File: src/rtl/spi_seq_pkg.sv
package spi_seq_pkg;

    localparam int OP_W   = 4;
    localparam int ARG1_W = 4;
    localparam int ARG2_W = 8;
    localparam int INSTR_W = OP_W + ARG1_W + ARG2_W;
    localparam int CNT_W  = ARG2_W + 1;
    localparam int NUM_CFG = 3;

    localparam logic [OP_W-1:0] OP_XFER = 4'd0;
    localparam logic [OP_W-1:0] OP_CS   = 4'd1;
    localparam logic [OP_W-1:0] OP_REG  = 4'd2;
    localparam logic [OP_W-1:0] OP_MISC = 4'd3;

    localparam logic [ARG1_W-1:0] SEL_DIV  = 4'd0;
    localparam logic [ARG1_W-1:0] SEL_MODE = 4'd1;
    localparam logic [ARG1_W-1:0] SEL_BITS = 4'd2;

    localparam logic [ARG1_W-1:0] MISC_SYNC  = 4'd0;
    localparam logic [ARG1_W-1:0] MISC_SLEEP = 4'd1;

    typedef struct packed {
        logic [OP_W-1:0]   op;
        logic [ARG1_W-1:0] a1;
        logic [ARG2_W-1:0] a2;
    } seq_instr_t;

    typedef enum logic [1:0] {
        ST_IDLE = 2'd0,
        ST_XFER = 2'd1,
        ST_WAIT = 2'd2
    } seq_state_e;

    // Last count of one serial tick: a tick spans 2*(div+1) cycles.
    function automatic logic [ARG2_W:0] tick_last(input logic [ARG2_W-1:0] div);
        return {div, 1'b1};
    endfunction

endpackage

File: src/rtl/seq_cfg_bank.sv
module seq_cfg_bank
    import spi_seq_pkg::*;
#(
    parameter int NUM = NUM_CFG,
    parameter int W   = ARG2_W,
    parameter int SEL_W = ARG1_W
) (
    input  logic                    clk,
    input  logic                    rst,
    input  logic                    wr_en,
    input  logic [SEL_W-1:0]        wr_sel,
    input  logic [W-1:0]            wr_val,
    output logic [NUM-1:0][W-1:0]   regs
);

    for (genvar i = 0; i < NUM; i++) begin : g_reg
        always_ff @(posedge clk) begin
            if (rst) begin
                regs[i] <= '0;
            end else if (wr_en && (wr_sel == SEL_W'(i))) begin
                regs[i] <= wr_val;
            end
        end
    end

    // registers move only on a write
    p_cfg_hold_r6: assert property (@(posedge clk) disable iff (rst)
        !wr_en |=> $stable(regs));

endmodule

File: src/rtl/seq_tick_gen.sv
module seq_tick_gen
    import spi_seq_pkg::*;
#(
    parameter int DIV_W = ARG2_W
) (
    input  logic             clk,
    input  logic             rst,
    input  logic             run,
    input  logic [DIV_W-1:0] div,
    output logic             tick
);

    localparam int CW = DIV_W + 1;

    logic [CW-1:0] cnt;
    logic [CW-1:0] last;

    assign last = {div, 1'b1};
    assign tick = run && (cnt == last);

    always_ff @(posedge clk) begin
        if (rst || !run) begin
            cnt <= '0;
        end else if (cnt == last) begin
            cnt <= '0;
        end else begin
            cnt <= cnt + 1'b1;
        end
    end

    // a tick lasts at least two cycles, so no back-to-back ticks
    p_tick_gap_r7: assert property (@(posedge clk) disable iff (rst)
        tick |=> !tick);

endmodule

File: src/rtl/spi_cmd_seq.sv
module spi_cmd_seq
    import spi_seq_pkg::*;
(
    input  logic               clk,
    input  logic               rst,
    input  logic               cmd_valid,
    input  logic [INSTR_W-1:0] cmd_data,
    output logic               cmd_ready,
    output logic               xfer_start,
    output logic [1:0]         xfer_flags,
    output logic [ARG2_W-1:0]  xfer_words_m1,
    input  logic               xfer_done,
    output logic [ARG2_W-1:0]  cs_n,
    output logic [ARG2_W-1:0]  cfg_clk_div,
    output logic [ARG2_W-1:0]  cfg_mode,
    output logic [ARG2_W-1:0]  cfg_word_bits,
    output logic               sync_pulse,
    output logic [ARG2_W-1:0]  sync_id
);

    seq_state_e state;
    seq_instr_t instr;
    logic       accept;
    logic       tick;
    logic [CNT_W-1:0] remaining;
    logic [NUM_CFG-1:0][ARG2_W-1:0] cfg;

    assign instr     = seq_instr_t'(cmd_data);
    assign cmd_ready = (state == ST_IDLE);
    assign accept    = cmd_valid && cmd_ready;

    seq_cfg_bank #(.NUM(NUM_CFG), .W(ARG2_W), .SEL_W(ARG1_W)) u_cfg (
        .clk    (clk),
        .rst    (rst),
        .wr_en  (accept && (instr.op == OP_REG)),
        .wr_sel (instr.a1),
        .wr_val (instr.a2),
        .regs   (cfg)
    );

    assign cfg_clk_div   = cfg[SEL_DIV];
    assign cfg_mode      = cfg[SEL_MODE];
    assign cfg_word_bits = cfg[SEL_BITS];

    seq_tick_gen #(.DIV_W(ARG2_W)) u_tick (
        .clk  (clk),
        .rst  (rst),
        .run  (state == ST_WAIT),
        .div  (cfg_clk_div),
        .tick (tick)
    );

    always_ff @(posedge clk) begin
        if (rst) begin
            state         <= ST_IDLE;
            cs_n          <= '1;
            xfer_start    <= 1'b0;
            xfer_flags    <= '0;
            xfer_words_m1 <= '0;
            sync_pulse    <= 1'b0;
            sync_id       <= '0;
            remaining     <= '0;
        end else begin
            xfer_start <= 1'b0;
            sync_pulse <= 1'b0;
            case (state)
                ST_IDLE: begin
                    if (accept) begin
                        case (instr.op)
                            OP_XFER: begin
                                xfer_start    <= 1'b1;
                                xfer_flags    <= instr.a1[1:0];
                                xfer_words_m1 <= instr.a2;
                                state         <= ST_XFER;
                            end
                            OP_CS: begin
                                cs_n <= instr.a2;
                                if (instr.a1 != '0) begin
                                    remaining <= CNT_W'(instr.a1);
                                    state     <= ST_WAIT;
                                end
                            end
                            OP_MISC: begin
                                if (instr.a1 == MISC_SLEEP) begin
                                    remaining <= {1'b0, instr.a2} + 1'b1;
                                    state     <= ST_WAIT;
                                end else if (instr.a1 == MISC_SYNC) begin
                                    sync_id    <= instr.a2;
                                    sync_pulse <= 1'b1;
                                end
                            end
                            default: ;
                        endcase
                    end
                end
                ST_XFER: begin
                    if (xfer_done) begin
                        state <= ST_IDLE;
                    end
                end
                ST_WAIT: begin
                    if (tick) begin
                        remaining <= remaining - 1'b1;
                        if (remaining == CNT_W'(1)) begin
                            state <= ST_IDLE;
                        end
                    end
                end
                default: state <= ST_IDLE;
            endcase
        end
    end

    // start request is a single-cycle pulse
    p_start_pulse_r2: assert property (@(posedge clk) disable iff (rst)
        xfer_start |=> !xfer_start);

    // no instruction can be taken while a transfer is being started
    p_busy_on_start_r3: assert property (@(posedge clk) disable iff (rst)
        xfer_start |-> !cmd_ready);

    // chip selects move only on an accepted chip-select instruction
    p_cs_hold_r4: assert property (@(posedge clk) disable iff (rst)
        !(accept && (instr.op == OP_CS)) |=> $stable(cs_n));

    // sync event is a single-cycle pulse
    p_sync_pulse_r8: assert property (@(posedge clk) disable iff (rst)
        sync_pulse |=> !sync_pulse);

    // the sync ID only changes together with a sync event
    p_sync_id_hold_r8: assert property (@(posedge clk) disable iff (rst)
        !sync_pulse |-> $stable(sync_id));

endmodule

File: config.mk
export PLATFORM = sky130hd
export DESIGN_NAME = spi_cmd_seq
export DESIGN_NICKNAME = d
export VERILOG_FILES = /design/src/rtl/spi_seq_pkg.sv /design/src/rtl/seq_cfg_bank.sv /design/src/rtl/seq_tick_gen.sv /design/src/rtl/spi_cmd_seq.sv
export SDC_FILE = /design/constraint.sdc
export NUM_CORES = 1
export LEC_CHECK = 0
export BUFFER_PORTS_ARGS = -buffer_cell sky130_fd_sc_hd__buf_2
export CORE_UTILIZATION = 56
export DETAILED_ROUTE_END_ITERATION = 6
export PLACE_DENSITY = 0.87
export SLEW_MARGIN = 20
export SYNTH_ARGS = -nofsm -noshare
export SYNTH_HDL_FRONTEND = slang
export SYNTH_HIERARCHICAL = 1
export SYNTH_SLANG_ARGS = --single-unit
export TNS_END_PERCENT = 10
File: constraint.sdc
create_clock -name clk -period 6.6 [get_ports clk]
set_input_delay 1.32 -clock clk [delete_from_list [all_inputs] [get_ports clk]]
set_output_delay 1.32 -clock clk [all_outputs]
set_load 0.05 [all_outputs]
; Word-level counts from Yosys, hierarchy flattened
; Cells that the tools add are included.
[word_totals]
ff_bits = 72
in_bits = 20
[classes]
n_eq_ne = 17
n_mux = 16
addsub = 3
reduce_logical = 21
bitwise = 4
[op_table]
columns = op, count
row1 = 9-bit 2-to-1 mux, 4
row2 = 9-bit case mux with 2 select lines, 2
row3 = 4-bit by 2-bit equality test with 1-bit output (second input constant), 3
row4 = 2-bit 2-to-1 mux, 6
row5 = 2-bit case mux with 3 select lines, 2
row6 = 8-bit by 1-bit adder with 9-bit output (second input constant), 1
row7 = 9-bit by 1-bit adder with 9-bit output (second input constant), 1
row8 = 9-bit by 1-bit equality test with 1-bit output (second input constant), 1
row9 = 9-bit equality test, 1
row10 = 9-bit by 1-bit subtractor with 9-bit output (second input constant), 1
row11 = 4-bit by 1-bit equality test with 1-bit output (second input constant), 2
row12 = 4-bit logical NOT, 2
row13 = 7-bit AND reduction, 1
row14 = 1-bit logical AND, 6
row15 = 2-bit != test (second input constant), 3
row16 = 3-bit != test (second input constant), 2
row17 = 3-bit AND reduction, 2
row18 = 6-bit AND reduction, 1
row19 = 5-bit AND reduction, 1
row20 = 5-bit OR reduction, 1
row21 = 4-bit by 1-bit != test with 1-bit output (second input constant), 1
row22 = 1-bit NOT, 4
row23 = 4-bit nonzero test, 1
row24 = 3-bit by 1-bit != test with 1-bit output (second input constant), 1
row25 = 10 further kinds, 11

; Longest topological paths before layout
[logic_depth]
ltp_word = 5
ltp_mapped = 10
depth_no_buf = 8

; Hierarchy
; Netlist, hierarchy kept.
[by_module_without_submodules]
columns = module, cells_each, area_each_um2, instances
row1 = spi_cmd_seq, 215, 1870.5, 1
row2 = seq_cfg_bank, 93, 1013.5, 1
row3 = seq_tick_gen, 53, 466.7, 1

; Least setup slack after synthesis
; No wires, ideal clock.
[synth_timing]
path_kind = input to register
from = in cmd_data[14]
to = reg remaining[4]
slack_ps = 3622
t_arrival_ps = 2845
path_buffers = 1
required_ps = 6468
stages = 6
cell_sequence = or4b_4 > or4_4 > and2_1 > buf_6 > o21ai_1 > a21oi_1
[synth_between]
elab_chain_len = 4
word_cells_on_any_way = 9
[synth_rtl]
columns = item, line_no
row1 = "start, declared", spi_cmd_seq.sv:7  ; input logic [INSTR_W-1:0] cmd_data,
row2 = 4-bit by 2-bit equality test with 1-bit output or 4-bit by 1-bit equality test with 1-bit output (tied branches), spi_cmd_seq.sv:69  ; case (instr.op)
row3 = 9-bit case mux with 2 select lines, spi_cmd_seq.sv:69
row4 = 9-bit 2-to-1 mux, spi_cmd_seq.sv:68  ; if (accept) begin
row5 = 9-bit case mux with 2 select lines, spi_cmd_seq.sv:66  ; case (state)
row6 = "end signal, assigned", spi_cmd_seq.sv:79  ; remaining <= CNT_W'(instr.a1);
row7 = "end signal, assigned", spi_cmd_seq.sv:85  ; remaining <= {1'b0, instr.a2} + 1'b1;
row8 = "end signal, assigned", spi_cmd_seq.sv:103  ; remaining <= remaining - 1'b1;
row9 = "end, declared", spi_cmd_seq.sv:25  ; logic [CNT_W-1:0] remaining;
; Several ways; a longest one is shown, not always the timed one. The select of a mux whose other input is x is not followed.
; A chain may end at the register's enable or synchronous reset.

; Worst setup path after layout
[layout_timing]
from = in cmd_data[14]
to = reg u_cfg/regs[2] (netlist name)
[layout_between]
elab_chain_len = 3
[layout_rtl]
columns = item, line_no
row1 = 4-bit by 2-bit equality test with 1-bit output, spi_cmd_seq.sv:35  ; .wr_en (accept && (instr.op == OP_REG)),
row2 = 1-bit logical AND, spi_cmd_seq.sv:35
row3 = 1-bit logical AND, seq_cfg_bank.sv:20  ; end else if (wr_en && (wr_sel == SEL_W'(i))) begin
row4 = "end signal, assigned by index", seq_cfg_bank.sv:21  ; regs[i] <= wr_val;
row5 = "end, declared", seq_cfg_bank.sv:13  ; output logic [NUM-1:0][W-1:0] regs
; No other way between the ends.

==> reports/metrics.cfg <==
[sta]
setup_viol = 0
hold_violations = 0
relSlewSlack_pct = 40.9
drv_slew = 0
min_period_ns = 3.13
rsz0062_at_grt = no
skew_ns = 0.00735
post-route-period-util_pct = 47.4
tightest_slew_ns = 0.882
max_freq_ghz = 0.320
finalSetupTns_ns = 0

[setup_path]
crit_required_ns = 6.81
setup.worst_path.start_class = input pin
slowest_stage = or4b_4
crit_family = simple AND/OR/NAND/NOR gates
cp_num_buf_inv = 1
critPathMaxStageDelay_ns = 0.52
cp-end-kind = flip-flop
path_depth = 6
worst_ep_arrival_time_ns = 3.34
r2r-end = u_cfg/regs[2]$_SDFFE_PP0P_
critPathKind = input pin to flip-flop
path_cells = buf_2 -> or4b_4 -> nor4b_1 -> nor4b_4 -> nand2b_1 -> mux2i_1
path_max_fanout = 6
reg2reg_depth = 5
r2r_start = state[1]$_SDFFE_PP0P_
r2r_slack_ns = 4.16

[clock_network]
clock_sinks = 72
cts_tree = built
cts_buffers = 9
cts_max_level = 3
cts_resized = 0
cts.clk_slew.worst_paths_ns = 0.07
cts_setup_buffers = 0
cts_root_buffer = clkbuf_8
clk-insertion-delay-late_ns = 0.34
clockBufferDepth = 2
holdBufCountCts = 0

[floorplan]
dieWidth_um = 79.4
dieArea_mm2 = 0.00630
row_count = 27
ios = 73
die-height_um = 79.4
coreArea_mm2 = 0.00564
initial_core_util_pct = 59.4

[pwr]
powerDensity_mw_per_mm2 = 222
p_leak_uw = 0.00166
vdd_ir_drop_max_uv = 152
power_uw = 875

[synthesis]
synth_edf_count = 0
yosys_most_used_dff = dfxtp_1
yosysTopAreaCell = dfxtp_1
seq_area_frac_synth_pct = 43.0
synthTopCellsByCount = 72 x dfxtp_1, 44 x mux2i_1, 43 x nor2_1, 36 x nand2b_1, 16 x xnor2_1
syn_inst = 361
synth_most_common_cell = dfxtp_1
ys_types = 45
syn_area_mm2 = 0.00335
yosysTopAreaCellShare_pct = 43.0
async_flop_share_pct = 0
syn_avg_cell_area_um2 = 9.28
yosysWarnings = 6
ys_seq_elements = 72
synth_fp_nets = 385
ys_top_cells_by_area = dfxtp_1 43%, mux2i_1 13%, nand2b_1 6.7%

[grt]
grt_usage_pct = 26.6
grt_antenna_before_repair = 0
grt-ovfl-total = 0
grt_first_pass_wirelength_mm = 12.8
grt_max_degree = 74
grt_pass1_vias = 2685

[detailed_routing]
finalWirelength_mm = 7.91
drtIter0Drc = 183
drt-pass1-iter-count = 5
wl_per_cell_um = 15.8
viasPerCell = 5.60
antenna_left = 0
drc = 0
vias = 2810

[finish]
fin_area_mm2 = 0.00394
drive_gt1_share_pct = 23.0
final_nets = 451
area_growth_syn_to_layout_pct = 17.6
num-fill-cells = 424
diodes = 0

[hold_path]
hp-class = flip-flop to flip-flop
hold_path_depth = 2
min_to = u_cfg/regs[10]$_SDFFE_PP0P_
min_from = u_cfg/regs[10]$_SDFFE_PP0P_

[placed_design]
io_buffers = 72
postPlaceCellArea_mm2 = 0.00372
dp_hpwl_mm = 5.54
place_congestion = 0.841

[status]
outcome = complete, no violations

[job]
max_cap_viol_count = 0

stage by stage:
stage / cells / worst slack, ns / hold WS [ns] / utilization, %
floorplan: 361 / 3.62 / 0.458 / -
global placement: 488 / 3.22 / 0.459 / 66.0
detailed placement: 488 / 3.17 / 0.467 / 66.0
CTS: 502 / 3.52 / 0.479 / 69.7
global route: 502 / 3.35 / 0.485 / 69.8
finish: 502 / 3.47 / 0.478 / 69.8
flip-flops by register name (all words and copies together), names as in the netlist:
signal / flops
xfer_flags: 2
remaining: 9
xfer_start: 1
sync_id: 8
state: 2
cs_n: 8
u_tick/cnt: 9
u_cfg/regs: 24
xfer_words_m1: 8
sync_pulse: 1
per-layer routing:
layer	routed length, um	global-route usage [%]	vias up
li1	-	-	1374
met1	3250	31.4	1316
met2	3940	45.3	106
met3	544	7.93	14
met4	180	9.82	0
met5	0	0	-
tightest hold or removal path: stages, from the launching register on:
cell and delay [ns]:
dfxtp_1 0.31, nand2b_1 0.06, mux2i_1 0.06
cell type report:
class	count	area (um2)	share of cell area, %
multi-input combinational	261	1790	45.5
clock buffer	9	124	3.14
timing repair buffer	73	370	9.40
clock inverter	5	83.8	2.13
sequential	72	1440	36.6
inverter	10	37.5	0.953
tap	72	90.1	2.29
power breakdown:
part | leakage (uW) | total [uW] | switching (uW) | internal [uW]
Combinational | 0.000982 | 65.0 | 43.6 | 21.4
Sequential | 0.000581 | 439 | 1.96 | 437
Clock | 0.0000974 | 371 | 162 | 209
Total | 0.00166 | 875 | 208 | 668
worst max path at each step:
stage	start	end
after global routing	cmd_data[14]	u_cfg/regs[2]$_SDFFE_PP0P_
final	cmd_data[14]	u_cfg/regs[2]$_SDFFE_PP0P_
after detailed placement	cmd_data[14]	u_cfg/regs[2]$_SDFFE_PP0P_
after floorplan	cmd_data[14]	remaining[4]$_SDFFE_PP0P_
after CTS	cmd_data[14]	u_cfg/regs[2]$_SDFFE_PP0P_
after global placement	cmd_data[14]	u_cfg/regs[2]$_SDFFE_PP0P_
layout by cell type, fill, tap and decap left out, drive strengths merged, types with 9 or more instances in the layout:
| cell type | n |
|---|---|
| a21oi | 12 |
| nand2 | 15 |
| nor2 | 43 |
| buf | 73 |
| dfxtp | 72 |
| xnor2 | 16 |
| nor3 | 9 |
| clkbuf | 9 |
| nand2b | 36 |
| o21ai | 13 |
| nand3 | 12 |
| inv | 10 |
| nor2b | 10 |
| mux2i | 44 |
kinds of logic after synthesis:
group           share of synthesized area [%]
compound gates                           8.55
xor+xnor                                 5.23
fa+ha+maj                                1.49
buf+inv                                  3.70
flops                                    43.0
mux                                      13.1
simple gates                             24.9
Note: power is estimated with default switching activity, not from simulation.
